--- config.mk ---
export PLATFORM = sky130hd
export DESIGN_NAME = e1_frame_aligner
export DESIGN_NICKNAME = d
export VERILOG_FILES = /design/src/rtl/e1fa_pkg.sv /design/src/rtl/e1fa_window.sv /design/src/rtl/e1fa_pos_counter.sv /design/src/rtl/e1fa_err_run.sv /design/src/rtl/e1_frame_aligner.sv
export SDC_FILE = /design/constraint.sdc
export NUM_CORES = 1
export LEC_CHECK = 0
export BUFFER_PORTS_ARGS = -buffer_cell sky130_fd_sc_hd__buf_2
export CORE_ASPECT_RATIO = 1.25
export CORE_MARGIN = 1.5
export CORE_UTILIZATION = 50
export CTS_CLUSTER_SIZE = 12
export DETAILED_ROUTE_END_ITERATION = 8
export PLACE_DENSITY_LB_ADDON = 0.25
export RECOVER_POWER = 25
export SLEW_MARGIN = 10
export SYNTH_ARGS = -nofsm -noshare
export SYNTH_HDL_FRONTEND = slang
export SYNTH_SLANG_ARGS = --single-unit
--- constraint.sdc ---
create_clock -name clk -period 2.15 [get_ports clk]
set_input_delay 0.43 -clock clk [delete_from_list [all_inputs] [get_ports clk]]
set_output_delay 0.43 -clock clk [all_outputs]
set_load 0.03 [all_outputs]
--- src/rtl/e1fa_pkg.sv ---
package e1fa_pkg;
    localparam int SLOT_BITS       = 8;
    localparam int SLOTS_PER_FRAME = 32;
    localparam int FRAME_BITS      = SLOT_BITS * SLOTS_PER_FRAME;
    localparam int PAIR_BITS       = 2 * FRAME_BITS;
    localparam int POS_W           = $clog2(PAIR_BITS);
    localparam int SLOT_W          = $clog2(SLOTS_PER_FRAME);
    localparam int BIT_W           = $clog2(SLOT_BITS);

    localparam int             ALIGN_LEN  = 7;
    localparam logic [ALIGN_LEN-1:0] ALIGN_WORD = 7'b0011011;

    // Pair position of the last bit of the alignment word, first bit after it,
    // and of bit 2 in the odd frame's slot 0.
    localparam int WORD_END_POS = ALIGN_LEN;
    localparam int LOCK_POS     = WORD_END_POS + 1;
    localparam int ODD_B2_POS   = FRAME_BITS + 1;

    typedef logic [POS_W-1:0] pos_t;

    typedef struct packed {
        logic              odd;
        logic [SLOT_W-1:0] slot;
        logic [BIT_W-1:0]  bitn;
    } pos_fields_t;

    typedef enum logic [1:0] {
        ST_HUNT,
        ST_CONF_ODD,
        ST_CONF_WORD,
        ST_LOCKED
    } align_state_e;

    function automatic pos_t pos_const(input int v);
        return pos_t'(v);
    endfunction
endpackage

--- src/rtl/e1fa_window.sv ---
module e1fa_window
    import e1fa_pkg::*;
#(
    parameter int                 LEN     = ALIGN_LEN,
    parameter logic [LEN-1:0]     PATTERN = ALIGN_WORD
) (
    input  logic clk,
    input  logic rst,
    input  logic shift_en,
    input  logic din,
    output logic hit
);
    logic [LEN-1:0] win_q;
    logic [LEN-1:0] win_nxt;

    assign win_nxt = {win_q[LEN-2:0], din};
    assign hit     = (win_nxt == PATTERN);

    always_ff @(posedge clk) begin
        if (rst) begin
            win_q <= '0;
        end else if (shift_en) begin
            win_q <= win_nxt;
        end
    end
endmodule

--- src/rtl/e1fa_pos_counter.sv ---
module e1fa_pos_counter
    import e1fa_pkg::*;
(
    input  logic clk,
    input  logic rst,
    input  logic adv,
    input  logic load,
    input  pos_t load_val,
    output pos_t pos
);
    always_ff @(posedge clk) begin
        if (rst) begin
            pos <= '0;
        end else if (load) begin
            pos <= load_val;
        end else if (adv) begin
            pos <= pos + pos_t'(1);
        end
    end
endmodule

--- src/rtl/e1fa_err_run.sv ---
module e1fa_err_run #(
    parameter int LIMIT = 3,
    localparam int RUN_W = $clog2(LIMIT + 1)
) (
    input  logic clk,
    input  logic rst,
    input  logic clear,
    input  logic strobe,
    input  logic err,
    output logic trip
);
    logic [RUN_W-1:0] run_q;

    assign trip = strobe && err && (run_q == RUN_W'(LIMIT - 1));

    always_ff @(posedge clk) begin
        if (rst || clear) begin
            run_q <= '0;
        end else if (strobe) begin
            if (!err || trip) begin
                run_q <= '0;
            end else begin
                run_q <= run_q + RUN_W'(1);
            end
        end
    end
endmodule

--- src/rtl/e1_frame_aligner.sv ---
module e1_frame_aligner
    import e1fa_pkg::*;
#(
    parameter int LOSS_LIMIT = 3
) (
    input  logic              clk,
    input  logic              rst,
    input  logic              bit_en,
    input  logic              rx_bit,
    input  logic              resync,
    input  logic              soft_rst,
    output logic              lof,
    output logic              odd_frame,
    output logic [SLOT_W-1:0] slot_num,
    output logic [BIT_W-1:0]  bit_num,
    output logic              ts0_strobe
);
    localparam int N_MON = 2;   // 0: alignment word, 1: odd-frame bit 2

    align_state_e state_q, state_n;
    logic         skip_q, skip_n;
    pos_t         pos;
    logic         word_hit;
    logic         at_word_end, at_odd_b2;
    logic         hunt_take;
    logic [N_MON-1:0] mon_strobe, mon_err, mon_trip;
    pos_fields_t  pf;

    e1fa_window u_window (
        .clk      (clk),
        .rst      (rst),
        .shift_en (bit_en),
        .din      (rx_bit),
        .hit      (word_hit)
    );

    assign at_word_end = (pos == pos_const(WORD_END_POS));
    assign at_odd_b2   = (pos == pos_const(ODD_B2_POS));

    assign hunt_take = (state_q == ST_HUNT) && bit_en && word_hit
                     && !(skip_q && at_word_end) && !resync && !soft_rst;

    e1fa_pos_counter u_pos (
        .clk      (clk),
        .rst      (rst),
        .adv      (bit_en),
        .load     (hunt_take),
        .load_val (pos_const(LOCK_POS)),
        .pos      (pos)
    );

    assign mon_strobe[0] = (state_q == ST_LOCKED) && bit_en && at_word_end;
    assign mon_err[0]    = !word_hit;
    assign mon_strobe[1] = (state_q == ST_LOCKED) && bit_en && at_odd_b2;
    assign mon_err[1]    = !rx_bit;

    for (genvar m = 0; m < N_MON; m++) begin : g_mon
        e1fa_err_run #(.LIMIT(LOSS_LIMIT)) u_run (
            .clk    (clk),
            .rst    (rst),
            .clear  (state_q != ST_LOCKED),
            .strobe (mon_strobe[m]),
            .err    (mon_err[m]),
            .trip   (mon_trip[m])
        );
    end

    always_comb begin
        state_n = state_q;
        skip_n  = skip_q;
        if (soft_rst) begin
            state_n = ST_HUNT;
            skip_n  = 1'b0;
        end else if (resync) begin
            state_n = ST_HUNT;
            skip_n  = 1'b1;
        end else if (bit_en) begin
            unique case (state_q)
                ST_HUNT: begin
                    if (at_word_end) skip_n = 1'b0;
                    if (hunt_take)   state_n = ST_CONF_ODD;
                end
                ST_CONF_ODD: begin
                    if (at_odd_b2) begin
                        if (rx_bit) begin
                            state_n = ST_CONF_WORD;
                        end else begin
                            state_n = ST_HUNT;
                            skip_n  = 1'b1;
                        end
                    end
                end
                ST_CONF_WORD: begin
                    if (at_word_end) begin
                        if (word_hit) begin
                            state_n = ST_LOCKED;
                        end else begin
                            state_n = ST_HUNT;
                            skip_n  = 1'b1;
                        end
                    end
                end
                ST_LOCKED: begin
                    if (|mon_trip) begin
                        state_n = ST_HUNT;
                        skip_n  = 1'b0;
                    end
                end
                default: state_n = ST_HUNT;
            endcase
        end
    end

    always_ff @(posedge clk) begin
        if (rst) begin
            state_q <= ST_HUNT;
            skip_q  <= 1'b0;
        end else begin
            state_q <= state_n;
            skip_q  <= skip_n;
        end
    end

    assign pf         = pos_fields_t'(pos);
    assign lof        = (state_q != ST_LOCKED);
    assign odd_frame  = pf.odd;
    assign slot_num   = pf.slot;
    assign bit_num    = pf.bitn;
    assign ts0_strobe = !lof && (pf.slot == '0);
endmodule

==> metrics <==
synthesized cell area 1170 um2; leak pwr 0.623 nW; Worst Tran Pin Value 0.753 ns; drt pass-1 iters 4; CP startpoint kind flop; Mapped Cells 133; RSZ-0062 raised after global routing true; Fmax achieved 0.436 GHz; compound-cell area share of the yosys netlist 0.115; drt wl/cell 13.1 um; worst-case clock buffer depth 2; Synth Net Count 148; pin count of the biggest net entering global routing 15; cell-internal power 512 uW; Max-Slew Margin vs Limit 0.498; Num CTS Buffers 3; layout cells sized above 1 0.353; die height 57.1 um; Critical Path RT 2.39 ns; post-route ant nets 0; Initial DRC Count 20; CP Max Fanout 6; Clock Skews 0.00721 ns; I/O pin total 17; register bit total from synthesis 22; via/cell ratio 5.44; violated checks setup timing; Final #Nets 184; die area 2650 um2; Layout area overhead 29.5%; clock root cell clkbuf_4; Clk pin slew, worst setup/hold paths 0.12 ns; syn avg cell area 8.81 um2; final period utilization 1.07; DRC Markers 0; CTS tree yes; post-synthesis xor/xnor area fraction 0.0598; Simple-Gate Fraction of Synth Area 0.264; status finished with violations; post-synthesis mux area share 0.0512; routed wire length 2590 um; n_diodes 0; critical path arrival 2.53 ns; total chip power 683 uW; Synth Area in Adders 0.0961; Max Cap Viol 0; final setup violation count 3; PwrDens 450 nW/um2; sequential area share after synthesis 0.376; P_sw 170 uW; main combinational cell family by area after synthesis simple AND/OR/NAND/NOR gates; peak supply drop 0.430 mV; Final Max Tran Viols 0; Comb power frac 0.115; CTS H-tree depth 1; Final Critical Period 2.29 ns; first-pass GRT wire length 4250 um; GRT Resource Usage Total 0.219; yosys warns 0; Placer Congestion 0.792; CTS hold repair buffers 0; sw frac 0.249; Yosys cell types 35; initial antenna violation count 0; Detail Placement HPWL 2000 um; worst min-delay path class input port to flop; clock share of power 0.273; Initial Utilization 0.530; num rows 19; grt ovf 0; core footprint 2210 um2; number of global-route vias before repair 1034; Hold Fails Final Rpt 0; CP Capture Type flop; IO buf count 16; pre-CTS setup slack -0.169 ns; Seq pwr share 0.612; vias 1077; PnR worst setup slack -0.142 ns; clk sinks 22; worst setup path class flop to flop; Die X-Extent 46.3 um; clk_lat worst skew 0.31 ns
[critical path: stages, from the launching register on]
cell and delay (ns):
dfxtp_4 0.36, or4_4 0.54, or4b_4 0.51, nor3b_2 0.20
o32ai_2 0.13, o31a_1 0.30, a211oi_2 0.17
[Yosys cell counts, drive strengths merged]
| cell type | count | area [um2] |
|---|---|---|
| or4b | 1 | 13.8 |
| and3 | 2 | 13.8 |
| inv | 9 | 33.8 |
| nor4b | 1 | 15.0 |
| xor2 | 5 | 43.8 |
| nand4b | 2 | 17.5 |
| a22o | 1 | 8.76 |
| nand2b | 3 | 18.8 |
| a2111o | 1 | 11.3 |
| mux2i | 6 | 60.1 |
| nand4 | 2 | 12.5 |
| buf | 1 | 3.75 |
| nor2b | 1 | 6.26 |
| clkbuf | 2 | 7.51 |
| a21boi | 2 | 15.0 |
| ha | 9 | 113 |
| o21ai | 4 | 20.0 |
| or4 | 4 | 33.8 |
| nand2 | 11 | 41.3 |
| nor3b | 1 | 12.5 |
| o211ai | 1 | 7.51 |
| o32ai | 1 | 8.76 |
| or3 | 2 | 12.5 |
| a211oi | 2 | 20.0 |
| o31a | 1 | 8.76 |
| and3b | 1 | 8.76 |
| nor4 | 2 | 12.5 |
| dfxtp | 22 | 440 |
| nor3 | 3 | 15.0 |
| xnor2 | 3 | 26.3 |
| nor2 | 20 | 75.1 |
| a21oi | 7 | 35.0 |
[cell families (layout without fill, tap and decap cells)]
family          count (synthesis)  after routing
buf+inv                        12             46
xor+xnor                        8              8
mux                             6              6
flops                          22             22
simple gates                   56             56
compound gates                 20             20
fa+ha+maj                       9              9
[state kept, by name (all words and copies together), names as in the netlist]
signal	cells
skip_q	1
g_mon.u_run.run_q	4
u_window.win_q	6
state_q	2
u_pos.pos	9
[metrics by stage]
step / instance area (um2) / utilization / setup TNS [ns] / instances / hold WS (ns)
floorplan: 1190 / - / -0.448 / 133 / 0.436
global placement: 1420 / 0.642 / -0.322 / 193 / 0.445
detailed placement: 1420 / 0.642 / -0.466 / 193 / 0.459
CTS: 1460 / 0.660 / -0.377 / 198 / 0.318
global route: 1520 / 0.686 / -0.727 / 198 / 0.309
finish: 1520 / 0.686 / -0.363 / 198 / 0.320
[final timing paths]
kind              slack [ns]               startpoint                       to  cells after the start
hold reg to reg         0.48  g_mon[1].u_run.run_q[1]  g_mon[1].u_run.run_q[1]                      2
setup / recovery       -0.14             u_pos.pos[4]                   skip_q                      6
hold / removal          0.32                 soft_rst                   skip_q                      2
setup reg to reg       -0.14             u_pos.pos[4]                   skip_q                      6
[placed cells by master, fill, tap and decap left out, types with 4 or more instances in the layout]
master | netlist | final
dfxtp_1 | 22 | 17
buf_4 | 0 | 17
buf_2 | 0 | 15
nor2_1 | 20 | 14
nand2_1 | 11 | 11
inv_1 | 9 | 9
ha_1 | 9 | 9
mux2i_1 | 6 | 6
a21oi_1 | 7 | 6
xor2_1 | 5 | 5
o21ai_0 | 4 | 4
[power by group through the flow]
stage | logic [mW] | clock network [mW] | registers, mW
2_1_floorplan | 0.0305 | 0 | 0.437
3_3_place_gp | 0.0674 | 0 | 0.426
3_5_place_dp | 0.0708 | 0 | 0.427
4_1_cts | 0.0711 | 0.187 | 0.418
5_1_grt | 0.0861 | 0.204 | 0.418
6_report | 0.0784 | 0.186 | 0.418
[area by class of cell]
cell class	instances	area, um2
Inverter	9	33.8
Sequential cell	22	452
Multi-Input combinational cell	99	749
Timing Repair Buffer	34	221
Fill cell	179	693
Clock buffer	3	22.5
Tap cell	31	38.8
[repair_timing]
item | in CTS | in global routing
pin swaps | 7 | 8
setup endpoints to repair | 11 | 14
resized for setup | 1 | 17
buffers inserted | 2 | 0
[layer usage]
metal  track usage  part of all wire  up-vias
met3        0.0443             0.036       12
met2         0.381              0.53       28
li1              -                 -      532
met1         0.240              0.40      505
met4         0.106             0.033        0
met5             0                 0        -
Power figures use the tool's default switching activity.
